## config.mk

```make
export PLATFORM = sky130hd
export DESIGN_NAME = intc16_latch
export DESIGN_NICKNAME = d
export VERILOG_FILES = /design/src/rtl/irqc_pkg.sv /design/src/rtl/irqc_sync.sv /design/src/rtl/irqc_pending.sv /design/src/rtl/irqc_arbiter.sv /design/src/rtl/irqc_out_fsm.sv /design/src/rtl/intc16_latch.sv
export SDC_FILE = /design/constraint.sdc
export NUM_CORES = 1
export LEC_CHECK = 0
export ABC_AREA = 1
export BUFFER_PORTS_ARGS = -buffer_cell sky130_fd_sc_hd__buf_2
export CORE_ASPECT_RATIO = 0.6
export CORE_MARGIN = 8
export CORE_UTILIZATION = 50
export CTS_CLUSTER_SIZE = 8
export DETAILED_ROUTE_END_ITERATION = 16
export PLACE_DENSITY = 0.72
export SLEW_MARGIN = 10
export SYNTH_ARGS = -nofsm -noshare
export SYNTH_HDL_FRONTEND = slang
export SYNTH_SLANG_ARGS = --single-unit
```

## constraint.sdc

```tcl
create_clock -name clk -period 2 [get_ports clk]
set_clock_uncertainty 0.05 [all_clocks]
set_input_delay 0.6 -clock clk [delete_from_list [all_inputs] [get_ports clk]]
set_output_delay 0.6 -clock clk [all_outputs]
set_load 0.03 [all_outputs]
```

## src/rtl/irqc_pkg.sv

```systemverilog
package irqc_pkg;

    typedef enum logic [1:0] {
        OS_IDLE     = 2'd0,
        OS_ACTIVE   = 2'd1,
        OS_SERVICED = 2'd2
    } out_state_e;

    localparam logic [2:0] ADR_PEND   = 3'd0;
    localparam logic [2:0] ADR_MASK   = 3'd1;
    localparam logic [2:0] ADR_SENS   = 3'd2;
    localparam logic [2:0] ADR_ROUTE  = 3'd3;
    localparam logic [2:0] ADR_IRQ_ID = 3'd4;
    localparam logic [2:0] ADR_FIQ_ID = 3'd5;
    localparam logic [2:0] ADR_CTRL   = 3'd6;

    localparam int OUT_IRQ = 0;
    localparam int OUT_FIQ = 1;
    localparam int NUM_OUT = 2;

endpackage

```

## src/rtl/irqc_sync.sv

```systemverilog
module irqc_sync #(
    parameter int N      = 16,
    parameter int STAGES = 2
) (
    input  logic         clk,
    input  logic         rst_n,
    input  logic [N-1:0] line_i,
    output logic [N-1:0] level_o,
    output logic [N-1:0] rise_o
);
    logic [N-1:0] chain_q [STAGES];
    logic [N-1:0] prev_q;

    genvar s;
    generate
        for (s = 0; s < STAGES; s++) begin : g_stage
            if (s == 0) begin : g_first
                always_ff @(posedge clk or negedge rst_n) begin
                    if (!rst_n) chain_q[s] <= '0;
                    else        chain_q[s] <= line_i;
                end
            end else begin : g_next
                always_ff @(posedge clk or negedge rst_n) begin
                    if (!rst_n) chain_q[s] <= '0;
                    else        chain_q[s] <= chain_q[s-1];
                end
            end
        end
    endgenerate

    always_ff @(posedge clk or negedge rst_n) begin
        if (!rst_n) prev_q <= '0;
        else        prev_q <= chain_q[STAGES-1];
    end

    assign level_o = chain_q[STAGES-1];
    assign rise_o  = chain_q[STAGES-1] & ~prev_q;

endmodule

```

## src/rtl/irqc_pending.sv

```systemverilog
module irqc_pending #(
    parameter int N = 16
) (
    input  logic         clk,
    input  logic         rst_n,
    input  logic [N-1:0] sens_i,
    input  logic [N-1:0] rise_i,
    input  logic [N-1:0] level_i,
    input  logic         wr_clr_i,
    input  logic [N-1:0] wr_data_i,
    input  logic [N-1:0] id_clr_i,
    output logic [N-1:0] pend_o
);
    logic [N-1:0] pend_q;

    genvar i;
    generate
        for (i = 0; i < N; i++) begin : g_bit
            always_ff @(posedge clk or negedge rst_n) begin
                if (!rst_n) begin
                    pend_q[i] <= 1'b0;
                end else if (sens_i[i]) begin
                    pend_q[i] <= level_i[i];
                end else if (rise_i[i]) begin
                    pend_q[i] <= 1'b1;
                end else if ((wr_clr_i && !wr_data_i[i]) || id_clr_i[i]) begin
                    pend_q[i] <= 1'b0;
                end
            end
        end
    endgenerate

    assign pend_o = pend_q;

    AST_LEVEL_FOLLOWS: assert property (@(posedge clk) disable iff (!rst_n)
        1'b1 |=> ((pend_q & $past(sens_i)) == ($past(level_i) & $past(sens_i))))
        else $error("level pending bit does not follow its line");

    AST_EDGE_SETS: assert property (@(posedge clk) disable iff (!rst_n)
        1'b1 |=> ((~$past(sens_i) & $past(rise_i) & ~pend_q) == '0))
        else $error("edge lost against a clear");

endmodule

```

## src/rtl/irqc_arbiter.sv

```systemverilog
module irqc_arbiter #(
    parameter int N   = 16,
    parameter int IDW = $clog2(N)
) (
    input  logic [N-1:0]   req_i,
    output logic           valid_o,
    output logic [IDW-1:0] id_o
);
    always_comb begin
        valid_o = 1'b0;
        id_o    = '0;
        for (int k = N - 1; k >= 0; k--) begin
            if (req_i[k]) begin
                valid_o = 1'b1;
                id_o    = IDW'(k);
            end
        end
    end
endmodule

```

## src/rtl/irqc_out_fsm.sv

```systemverilog
module irqc_out_fsm
    import irqc_pkg::*;
#(
    parameter int N   = 16,
    parameter int IDW = $clog2(N)
) (
    input  logic           clk,
    input  logic           rst_n,
    input  logic           cand_valid_i,
    input  logic [IDW-1:0] cand_id_i,
    input  logic           allow_i,
    input  logic           rearm_i,
    input  logic           id_read_i,
    input  logic [N-1:0]   pend_i,
    input  logic [N-1:0]   mask_i,
    output logic           out_o,
    output logic           valid_o,
    output logic [IDW-1:0] id_o,
    output logic           capture_o
);
    out_state_e     state_q, state_d;
    logic [IDW-1:0] id_q;
    logic           released;

    assign released  = !pend_i[id_q] || mask_i[id_q];
    assign capture_o = (state_q == OS_IDLE) && cand_valid_i && allow_i;

    always_ff @(posedge clk or negedge rst_n) begin
        if (!rst_n) begin
            state_q <= OS_IDLE;
            id_q    <= '0;
        end else begin
            state_q <= state_d;
            if (capture_o) id_q <= cand_id_i;
        end
    end

    always_comb begin
        state_d = state_q;
        unique case (state_q)
            OS_IDLE: begin
                if (cand_valid_i && allow_i) state_d = OS_ACTIVE;
            end
            OS_ACTIVE: begin
                if (rearm_i && released) state_d = OS_IDLE;
                else if (id_read_i)      state_d = OS_SERVICED;
            end
            OS_SERVICED: begin
                if (rearm_i && released) state_d = OS_IDLE;
            end
            default: state_d = OS_IDLE;
        endcase
    end

    always_comb begin
        out_o   = (state_q != OS_IDLE);
        valid_o = (state_q != OS_IDLE);
        id_o    = id_q;
    end

    AST_HOLD_UNTIL_REARM: assert property (@(posedge clk) disable iff (!rst_n)
        out_o && !rearm_i |=> out_o)
        else $error("output dropped without re-arm");

    AST_ID_FROZEN: assert property (@(posedge clk) disable iff (!rst_n)
        out_o |=> (!out_o || $stable(id_o)))
        else $error("identification changed while asserted");

    AST_RELEASE_GATED: assert property (@(posedge clk) disable iff (!rst_n)
        $fell(out_o) |-> ($past(rearm_i) && !($past(pend_i[id_q]) && !$past(mask_i[id_q]))))
        else $error("released while serviced source still pending");

endmodule

```

## src/rtl/intc16_latch.sv

```systemverilog
module intc16_latch
    import irqc_pkg::*;
#(
    parameter int N      = 16,
    parameter int DATA_W = 16,
    parameter int SYNC   = 2
) (
    input  logic              clk,
    input  logic              rst_n,
    input  logic [N-1:0]      req_lines,
    input  logic [2:0]        bus_addr,
    input  logic              bus_rd,
    input  logic              bus_wr,
    input  logic [DATA_W-1:0] bus_wdata,
    output logic [DATA_W-1:0] bus_rdata,
    output logic              irq_out,
    output logic              fiq_out
);
    localparam int IDW = $clog2(N);

    logic [N-1:0]   mask_q, sens_q, route_q;
    logic [N-1:0]   level_s, rise_s, pend;
    logic [N-1:0]   id_clr;
    logic [N-1:0]   cand_req   [NUM_OUT];
    logic           cand_valid [NUM_OUT];
    logic [IDW-1:0] cand_id    [NUM_OUT];
    logic           allow      [NUM_OUT];
    logic           rearm      [NUM_OUT];
    logic           id_rd      [NUM_OUT];
    logic           out_v      [NUM_OUT];
    logic           id_valid   [NUM_OUT];
    logic [IDW-1:0] id_num     [NUM_OUT];
    logic           capture    [NUM_OUT];
    logic           wr_pend;

    irqc_sync #(.N(N), .STAGES(SYNC)) u_sync (
        .clk     (clk),
        .rst_n   (rst_n),
        .line_i  (req_lines),
        .level_o (level_s),
        .rise_o  (rise_s)
    );

    always_ff @(posedge clk or negedge rst_n) begin
        if (!rst_n) begin
            mask_q  <= '1;
            sens_q  <= '0;
            route_q <= '0;
        end else if (bus_wr) begin
            if (bus_addr == ADR_MASK)  mask_q  <= bus_wdata[N-1:0];
            if (bus_addr == ADR_SENS)  sens_q  <= bus_wdata[N-1:0];
            if (bus_addr == ADR_ROUTE) route_q <= bus_wdata[N-1:0];
        end
    end

    assign wr_pend = bus_wr && (bus_addr == ADR_PEND);

    always_comb begin
        id_clr = '0;
        for (int g = 0; g < NUM_OUT; g++) begin
            if (id_rd[g] && id_valid[g]) id_clr[id_num[g]] = 1'b1;
        end
    end

    irqc_pending #(.N(N)) u_pend (
        .clk       (clk),
        .rst_n     (rst_n),
        .sens_i    (sens_q),
        .rise_i    (rise_s),
        .level_i   (level_s),
        .wr_clr_i  (wr_pend),
        .wr_data_i (bus_wdata[N-1:0]),
        .id_clr_i  (id_clr),
        .pend_o    (pend)
    );

    genvar g;
    generate
        for (g = 0; g < NUM_OUT; g++) begin : g_out
            if (g == OUT_FIQ) begin : g_fiq
                assign cand_req[g] = pend & ~mask_q & route_q;
                assign allow[g]    = 1'b1;
                assign id_rd[g]    = bus_rd && (bus_addr == ADR_FIQ_ID);
            end else begin : g_irq
                assign cand_req[g] = pend & ~mask_q & ~route_q;
                assign allow[g]    = !capture[OUT_FIQ];
                assign id_rd[g]    = bus_rd && (bus_addr == ADR_IRQ_ID);
            end
            assign rearm[g] = bus_wr && (bus_addr == ADR_CTRL) && bus_wdata[g];

            irqc_arbiter #(.N(N), .IDW(IDW)) u_arb (
                .req_i   (cand_req[g]),
                .valid_o (cand_valid[g]),
                .id_o    (cand_id[g])
            );

            irqc_out_fsm #(.N(N), .IDW(IDW)) u_fsm (
                .clk          (clk),
                .rst_n        (rst_n),
                .cand_valid_i (cand_valid[g]),
                .cand_id_i    (cand_id[g]),
                .allow_i      (allow[g]),
                .rearm_i      (rearm[g]),
                .id_read_i    (id_rd[g]),
                .pend_i       (pend),
                .mask_i       (mask_q),
                .out_o        (out_v[g]),
                .valid_o      (id_valid[g]),
                .id_o         (id_num[g]),
                .capture_o    (capture[g])
            );
        end
    endgenerate

    function automatic logic [DATA_W-1:0] id_word(input logic v, input logic [IDW-1:0] n);
        logic [DATA_W-1:0] w;
        w = '0;
        if (v) begin
            w[DATA_W-1] = 1'b1;
            w[IDW-1:0]  = n;
        end
        return w;
    endfunction

    always_comb begin
        unique case (bus_addr)
            ADR_PEND:   bus_rdata = DATA_W'(pend);
            ADR_MASK:   bus_rdata = DATA_W'(mask_q);
            ADR_SENS:   bus_rdata = DATA_W'(sens_q);
            ADR_ROUTE:  bus_rdata = DATA_W'(route_q);
            ADR_IRQ_ID: bus_rdata = id_word(id_valid[OUT_IRQ], id_num[OUT_IRQ]);
            ADR_FIQ_ID: bus_rdata = id_word(id_valid[OUT_FIQ], id_num[OUT_FIQ]);
            default:    bus_rdata = '0;
        endcase
    end

    assign irq_out = out_v[OUT_IRQ];
    assign fiq_out = out_v[OUT_FIQ];

    AST_FIQ_FIRST: assert property (@(posedge clk) disable iff (!rst_n)
        $rose(irq_out) |-> !$past(capture[OUT_FIQ]))
        else $error("IRQ captured in the same cycle as FIQ");

endmodule

```

# [Word level (Yosys, flattened, before mapping)]
# Cells that the tools add are included.
[word_totals] output_inout_bits=18 word_cells=290 ff_bits=124
[op_classes] reduce_logical=95 n_lt_le_gt_ge=4 muxes=141 bitwise=8 n_eq_ne=16
[ops] cell="$mux 4" count=34
[ops] cell="$pmux 16 s6" count=1
[ops] cell="$mux 1" count=88
[ops] cell="$and 16x16->16" count=4
[ops] cell="$not 16->16" count=3
[ops] cell="$reduce_bool 3->1" count=16
[ops] cell="$logic_and 1x1->1" count=32
[ops] cell="$mux 16" count=2
[ops] cell="$logic_not 1->1" count=19
[ops] cell="$logic_or 1x1->1" count=18
[ops] cell="$bmux 1 s4" count=4
[ops] cell="$mux 2" count=8
[ops] cell="$or 16x16->16" count=1
[ops] cell="$pmux 2 s3" count=2
[ops] cell="$lt 4x5->1 const B" count=2
[ops] cell="$eq 3x3->1 const B" count=3
[ops] cell="$demux 1 s4" count=2
[ops] cell="$ge 4x1->1 const B" count=2
[ops] cell="$eq 3x2->1 const B" count=2
[ops] cell="$ne 2x1->1 const B" count=3
[ops] cell="$ne 3x1->1 const B" count=2
[ops] cell="$reduce_and 2->1" count=3
[ops] cell="$reduce_and 3->1" count=2
[ops] cell="$eq 2x1->1 const B" count=2
[ops] cell="6 further kinds" count=9

# [Logic depth before layout (Yosys ltp)]
# Gate-level depths: netlist of the first run.
[logic_depth] ltp_word=24 ltp_mapped=19

# [Cells and area by module]
# A second synthesis of the first run with hierarchy kept.
[unflattened] hier_cells=955 area_unflattened_um2=6974.2
[modules_own_cells] module="intc16_latch" seq_area_each_um2=1221.2 cells_per_inst=447 instances=1 area_each_um2=3032.9
[modules_own_cells] module="irqc_sync" seq_area_each_um2=1201.2 cells_per_inst=96 instances=1 area_each_um2=1481.4
[modules_own_cells] module="irqc_out_fsm" seq_area_each_um2=150.1 cells_per_inst=76 instances=2 area_each_um2=510.5
[modules_own_cells] module="irqc_pending" seq_area_each_um2=400.4 cells_per_inst=162 instances=1 area_each_um2=1021.0
[modules_own_cells] module="irqc_arbiter" seq_area_each_um2=0.0 cells_per_inst=49 instances=2 area_each_um2=209.0

# [Worst setup path after synthesis of the first run]
# Ideal clock, no wire load.
[synth_path] path_kind="input-to-output" from="input bus_addr[1]" to="output bus_rdata[10]" required_ns=1.350 stages=4 slack_ns=-0.291 t_arrival_ns=1.641 path_cell_list="nor2_1 -> nand2_1 -> clkbuf_1 -> o221ai_1"
[synth_between] elab_chain_cells=2 word_cells_on_any_way=7
[synth_rtl] item="start, declared" line="intc16_latch.sv:11" rtl="input logic [2:0] bus_addr,"
[synth_rtl] item="$eq 3x3->1 (tied with other cells)" line="intc16_latch.sv:126" rtl="unique case (bus_addr)"
[synth_rtl] item="$pmux 16 s6 *" line="intc16_latch.sv:126"
[synth_rtl] item="end, declared" line="intc16_latch.sv:15" rtl="output logic [DATA_W-1:0] bus_rdata,"
# Mark *: on every way between the ends. The rest lies on a longest branch, timed or not.

# [Worst setup path in the final report of the first run]
[layout_path] from="register g_out[0].u_fsm.state_q[1]" to="output bus_rdata[3]"
[layout_between] elab_chain_cells=3
[layout_rtl] item="start, declared" line="irqc_out_fsm.sv:21" rtl="out_state_e state_q, state_d;"
[layout_rtl] item="start signal, assigned" line="irqc_out_fsm.sv:33" rtl="state_q <= state_d;"
[layout_rtl] item="$reduce_bool 2->1" line="irqc_out_fsm.sv:57" rtl="valid_o = (state_q != OS_IDLE);"
[layout_rtl] item="$mux 4" line="intc16_latch.sv:118" rtl="if (v) begin"
[layout_rtl] item="$pmux 16 s6" line="intc16_latch.sv:126"
# Every way passes these cells.

==> results of run 1 <==
## worst register-to-register path: cells and delay by family, from the launching register on
family,cells,cell delay [ns]
buffers and inverters,1,0.09
AOI/OAI and AO/OA,1,0.06
DFF,1,0.53
and+or+nand+nor,9,1.14
## cells in the mapped netlist (all sizes together)
cell / count / share of area
clkbuf: 13 / 0.0080
clkinv: 1 / 0.0014
a221oi: 1 / 0.0014
a31oi: 3 / 0.0031
dfstp: 16 / 0.069
nor2: 71 / 0.047
o22ai: 37 / 0.041
o21ai: 81 / 0.070
nand2: 179 / 0.11
o221ai: 15 / 0.022
o211ai: 1 / 0.0012
dfrtp: 108 / 0.44
nand4: 5 / 0.0051
nand3: 36 / 0.032
nor4: 1 / 0.0021
inv: 107 / 0.066
o2111ai: 4 / 0.0058
o31ai: 13 / 0.016
a211oi: 2 / 0.0025
a22oi: 12 / 0.015
o21bai: 2 / 0.0025
nor3: 7 / 0.0090
a32oi: 1 / 0.0014
buf: 6 / 0.0094
nand3b: 11 / 0.014
## what timing repair did
action	CTS	global route
pin swaps	12	18
gates resized for setup	81	66
setup endpoints to repair	21	26
buffers inserted	3	13
cloned	2	0
endpoints found under the hold margin	0	0
## flip-flops by register name (all words and copies together), names as in the netlist
register             flops
g_out.u_fsm.id_o         8
g_out.u_fsm.state_q      4
mask_q                  16
route_q                 16
sens_q                  16
u_pend.pend_o           16
u_sync.chain_q          16
u_sync.level_o          16
u_sync.prev_q           16
## metal layers
layer | wire, um | up-vias | track usage
li1 | - | 2754 | -
met5 | 0 | - | 0
met4 | 514 | 0 | 0.0916
met2 | 9440 | 318 | 0.409
met3 | 2410 | 46 | 0.0822
met1 | 9800 | 2934 | 0.397
## layout make-up
| type | instances | area [um2] |
|---|---|---|
| Fill cell | 853 | 3280 |
| Multi-Input combinational cell | 482 | 3070 |
| Inverter | 108 | 463 |
| Clock buffer | 18 | 439 |
| Timing Repair Buffer | 142 | 1240 |
| Tap cell | 165 | 206 |
| Clock inverter | 14 | 160 |
| Sequential cell | 124 | 3130 |
## metrics by stage
step	cell area, um2	TNS [ns]	instances	util
2_1_floorplan	6480	-0.206	733	-
3_3_place_gp	7420	-12.65	1004	0.619
3_5_place_dp	7420	-15.58	1004	0.619
4_1_cts	8390	-4.20	1040	0.700
5_1_grt	8700	-5.33	1053	0.726
6_report	8700	-4.32	1053	0.726
## cell families (layout without fill, tap and decap cells)
family | after synthesis | after routing | synth area share
and+or+nand+nor | 310 | 310 | 0.222
buffers and inverters | 127 | 282 | 0.0848
AOI/OAI and AO/OA | 172 | 172 | 0.181
DFF | 124 | 124 | 0.513
## how the worst max path moves through the flow
stage | start | to | slack [ns] | cells after the start
detailed placement | bus_addr[1] | bus_rdata[3] | -0.56 | 9
global route | g_out[0].u_fsm.state_q[1]$_DFFE_PN0P_ | bus_rdata[3] | -0.41 | 7
global placement | bus_addr[1] | bus_rdata[3] | -0.51 | 9
CTS | g_out[0].u_fsm.state_q[0]$_DFFE_PN0P_ | bus_rdata[15] | -0.34 | 6
finish | g_out[0].u_fsm.state_q[1]$_DFFE_PN0P_ | bus_rdata[3] | -0.36 | 7
floorplan | bus_addr[0] | bus_rdata[3] | -0.06 | 8
## power groups by stage
| stage | sequential, W | clock (W) | combinational, W |
|---|---|---|---|
| 2_1_floorplan | 0.00327 | 0 | 0.00222 |
| 3_3_place_gp | 0.00334 | 0 | 0.00343 |
| 3_5_place_dp | 0.00336 | 0 | 0.00348 |
| 4_1_cts | 0.00334 | 0.00316 | 0.00373 |
| 6_report | 0.00338 | 0.00315 | 0.00431 |
| 5_1_grt | 0.00342 | 0.00329 | 0.00460 |
==> metrics.yaml, run 1 <==
outcome:
  status: "finished with violations"
  violations: "negative setup slack"
sta:
  relSlewSlack: 0.712
  setup_viol: 17
  post-route-period-util: 1.18
  rsz0062_at_grt: "yes"
  whs_ns: 0.131
  hold_violations: 0
  period_minus_slack_ns: 2.36
  timing.fmax_ghz: 0.424
  report.final.slew_viol_count: 0
  fin_ws_ns: -0.358
  worstMarginPinSlew_ns: 0.428
yosys:
  syn_inst: 733
  syn_nets: 772
  synth_area_mm2: 0.00609
  yosysUniqueCellTypes: 37
  synth_area_per_cell_um2: 8.31
  ys_seq_area_frac: 0.513
  ys_ff_latch: 124
  synth_warnings: 0
worst_setup_path:
  start_kind: "flip-flop"
  r2r_start: "mask_q[4]$_DFFE_PN1P_"
  cp-end-kind: "primary output"
  critPathArrivalTime_ns: 1.71
  required_ns: 1.35
  rrSetupSlack_ns: 0.02
  critPathBufInv: 2
  cp_slowest_stage_delay_ns: 0.41
  crit_top_cell: "nor2_4"
  slowest_stage: "dfrtp_1"
  critPathMaxFanout: 4
  r2r-end: "g_out[0].u_fsm.id_o[1]$_DFFE_PN0P_"
  rr_worst_depth: 11
  path_cells: "nor2_4, nor2_4, inv_4, o22ai_4, a211oi_2, o221ai_2, buf_6"
  critPathKind: "flip-flop to primary output"
  cp_top_family: "compound AO/OA/AOI/OAI gates"
clock_network:
  cts_made_buffers: 17
  cts_tree: "yes"
  max-clock-path-buffers: 2
  ctsHoldBuffers: 0
  clk_latency_ns: 0.42
  cts_max_level: 4
  root_buffer: "clkbuf_16"
  clkSinkCount: 124
  clkTransAtPathRegs_ns: 0.06
power:
  p_leak_nw: 4.03
  p_per_area_mw_per_mm2: 1250
  p_sw_w: 0.00434
  power_w: 0.0108
  clockPowerShare: 0.291
  swShare: 0.401
  p_int_w: 0.00650
  ir_worst_vdd_v: 0.000618
  combPwrFrac: 0.398
  seq_power_share: 0.312
die:
  die_x_um: 159
  core_mm2: 0.0120
  io_pins: 57
  initial_core_util: 0.508
  die_area_mm2: 0.0161
  rows: 31
  die_y_um: 102
detailed_routing:
  initialDrtViolationCount: 566
  viasPerCell: 5.75
  ant_nets: 0
  drt-total-wl_um: 22200
  vias: 6052
  firstDrtPassIters: 5
  wl_per_cell_um: 21.0
  drc_errors: 0
grt:
  grt_pass1_vias: 5927
  grt_max_degree: 65
  grt_overflow: 0
  groute.usage.overall: 0.282
  grt_pass1_wl_um: 33700
  antenna_found_initial: 0
cells_and_area:
  final_common_cell: "nand2_1"
  layout-drive-gt1-share: 0.367
  most-common-layout-cells: "152 x nand2_1, 106 x dfrtp_1, 81 x inv_1"
  synthToLayoutAreaGrowth_pct: 42.8
  diodes: 0
  fin_nets: 914
job:
  maxCapViolCount: 0
hold_path:
  worstHoldPathType: "input pin to async pin"
placed_design:
  gp_congestion: 0.997
  dp_slack_ns: -0.556
  detailed_place_hpwl_um: 15600
  port_buffers: 56
(Power assumes the default switching activity.)
==> inputs of run 2 (changes only) <==
PLACE_DENSITY = 0.81   (was 0.72)
==> run 2 against run 1 <==
Compared with the run above:
- total power shrank 1.1%
- sequential share of layout area up 0.23 points
- cell count is the same
- critical path type unchanged
- the flow still finishes with violations (negative setup slack)
- critical endpoint is now bus_rdata[2]
- worst setup slack better by 0.0081 ns
- largest cell class unchanged
==> metrics.yaml, run 2 (synthesis gave the netlist of run 1 again) <==
outcome:
  status: "finished with violations"
  violations: "negative setup slack"
detailed_routing:
  drc_errors: 0  # unchanged
  ant_nets: 0  # unchanged
  initialDrtViolationCount: 735  # +30%
  firstDrtPassIters: 5  # unchanged
  drt-total-wl_um: 21200  # -4.5%
  viasPerCell: 5.76  # +0.21%
  vias: 6065  # +0.21%
  wl_per_cell_um: 20.1  # -4.5%
sta:
  fin_ws_ns: -0.350  # +0.00808 ns
  rsz0062_at_grt: "yes"
  period_minus_slack_ns: 2.35  # -0.00808 ns
  hold_violations: 0  # unchanged
  report.final.slew_viol_count: 0  # unchanged
  relSlewSlack: 0.696  # -0.0159
  setup_viol: 20  # +3
  post-route-period-util: 1.17  # -0.00404
  timing.fmax_ghz: 0.426  # +0.34%
  worstMarginPinSlew_ns: 0.452  # +0.0236 ns
worst_setup_path:
  start_kind: "flip-flop"
  cp-end-kind: "primary output"
  critPathMaxFanout: 4  # unchanged
  critPathKind: "flip-flop to primary output"
  required_ns: 1.35  # about the same
  critPathArrivalTime_ns: 1.70  # about the same
  rrSetupSlack_ns: -0.01  # -0.03 ns
power:
  p_sw_w: 0.00419  # -3.6%
  swShare: 0.390  # -0.0101
  p_int_w: 0.00653  # +0.56%
  p_per_area_mw_per_mm2: 1240  # -0.47%
  combPwrFrac: 0.385  # -0.013
  p_leak_nw: 4.03  # about the same
  ir_worst_vdd_v: 0.000734  # +19%
  seq_power_share: 0.316  # +0.004
  clockPowerShare: 0.299  # +0.008
clock_network:
  cts_max_level: 4  # unchanged
  cts_made_buffers: 17  # unchanged
  max-clock-path-buffers: 2  # unchanged
  clkTransAtPathRegs_ns: 0.06  # about the same
  cts_tree: "yes"
  root_buffer: "clkbuf_16"
  clkSinkCount: 124  # unchanged
  clk_latency_ns: 0.42  # about the same
  ctsHoldBuffers: 0  # unchanged
placed_design:
  dp_cells: 1004  # unchanged
  gp_congestion: 1.03  # +3.5%
  detailed_place_hpwl_um: 14900  # -4.3%
  dp_slack_ns: -0.551  # +0.00425 ns
  port_buffers: 56  # unchanged
cells_and_area:
  fill_cells: 896  # +5.0%
  multi_input_area_mm2: 0.00300  # -2.1%
  final_common_cell: "nand2_1"
  most-common-layout-cells: "157 x nand2_1, 106 x dfrtp_1, 77 x inv_1"
  final_cells: 1053  # unchanged
  seqCellArea_mm2: 0.00313  # unchanged
  diodes: 0  # unchanged
  finish.utilization: 0.721  # -0.00470
  fin_nets: 914  # unchanged
  synthToLayoutAreaGrowth_pct: 41.9
  layout-drive-gt1-share: 0.356  # -0.0113
hold_path:
  worstHoldPathType: "input pin to async pin"
die:
  io_pins: 57  # unchanged
  die_y_um: 102  # unchanged
  die_area_mm2: 0.0161  # unchanged
  die_x_um: 159  # unchanged
  core_mm2: 0.0120  # unchanged
  initial_core_util: 0.508  # unchanged
  rows: 31  # unchanged
grt:
  groute.usage.overall: 0.275  # -0.00720
  grt_pass1_vias: 5982  # +0.93%
  antenna_found_initial: 0  # unchanged
  grt_max_degree: 43  # -34%
  grt_pass1_wl_um: 32700  # -2.9%
  grt_overflow: 0  # unchanged
job:
  maxCapViolCount: 0  # unchanged
## run 2: metrics by stage
stage	power [W]	area (um2)	hold WS, ns	TNS [ns]
final	0.0107	8640	0.0375	-4.36
after global routing	0.0112	8640	0.0498	-5.42
after global placement	0.00671	7440	0.282	-11.89
after floorplan	0.00549	6480	0.254	-0.206
after detailed placement	0.00676	7440	0.285	-14.66
after CTS	0.0102	8410	0.0366	-4.60
## run 2: path summary, 6_finish.rpt
path,from,end,depth (start not counted)
worst max-delay path,g_out[0].u_fsm.state_q[1]$_DFFE_PN0P_,bus_rdata[2],7
worst min-delay path,rst_n,u_sync.chain_q[26]$_DFF_PN0_,1
worst max register to register,mask_q[15]$_DFFE_PN1P_,g_out[0].u_fsm.id_o[0]$_DFFE_PN0P_,13
worst min register to register,u_sync.chain_q[24]$_DFF_PN0_,u_sync.level_o[8]$_DFF_PN0_,0
max in group asynchronous,rst_n,mask_q[4]$_DFFE_PN1P_,2
min in group clk,req_lines[9],u_sync.chain_q[25]$_DFF_PN0_,1
## run 2: critical path, stage by stage, from the launching register on
cell and delay [ns]:
dfrtp_1 0.41, nor2_4 0.17, nor2_4 0.08, inv_4 0.09, o22ai_4 0.08, a211oi_2 0.17, o221ai_2 0.13, buf_6 0.15
## run 2: area by class of cell
type                       instances  area share
clock buffer                      20      0.0517
clock inverter                    12      0.0184
inverter                         108      0.0527
multi-input combinational        482       0.348
sequential                       124       0.362
tap                              165      0.0239
timing repair buffer             142       0.144
## run 2: per-layer routing
metal | global-route usage | vias up | wire length (um)
met5 | 0 | - | 0
met4 | 0.0908 | 0 | 442
met3 | 0.0976 | 49 | 2490
met2 | 0.388 | 361 | 9060
met1 | 0.385 | 2903 | 9170
li1 | - | 2752 | -
## run 2: what timing repair did
item | 4_1_cts | 5_1_grt
resized for setup | 72 | 65
setup endpoints to repair | 21 | 32
setup buffers | 7 | 10
gates cloned | 2 | 0
pin swaps | 8 | 27
## run 2: power by group through the flow
stage                     clock network [W]  logic [W]  registers, W
after global routing                0.00335    0.00439       0.00344
after CTS                           0.00323    0.00366       0.00334
after detailed placement                  0    0.00340       0.00336
final                               0.00320    0.00413       0.00339
after global placement                    0    0.00337       0.00334
after floorplan                           0    0.00222       0.00327
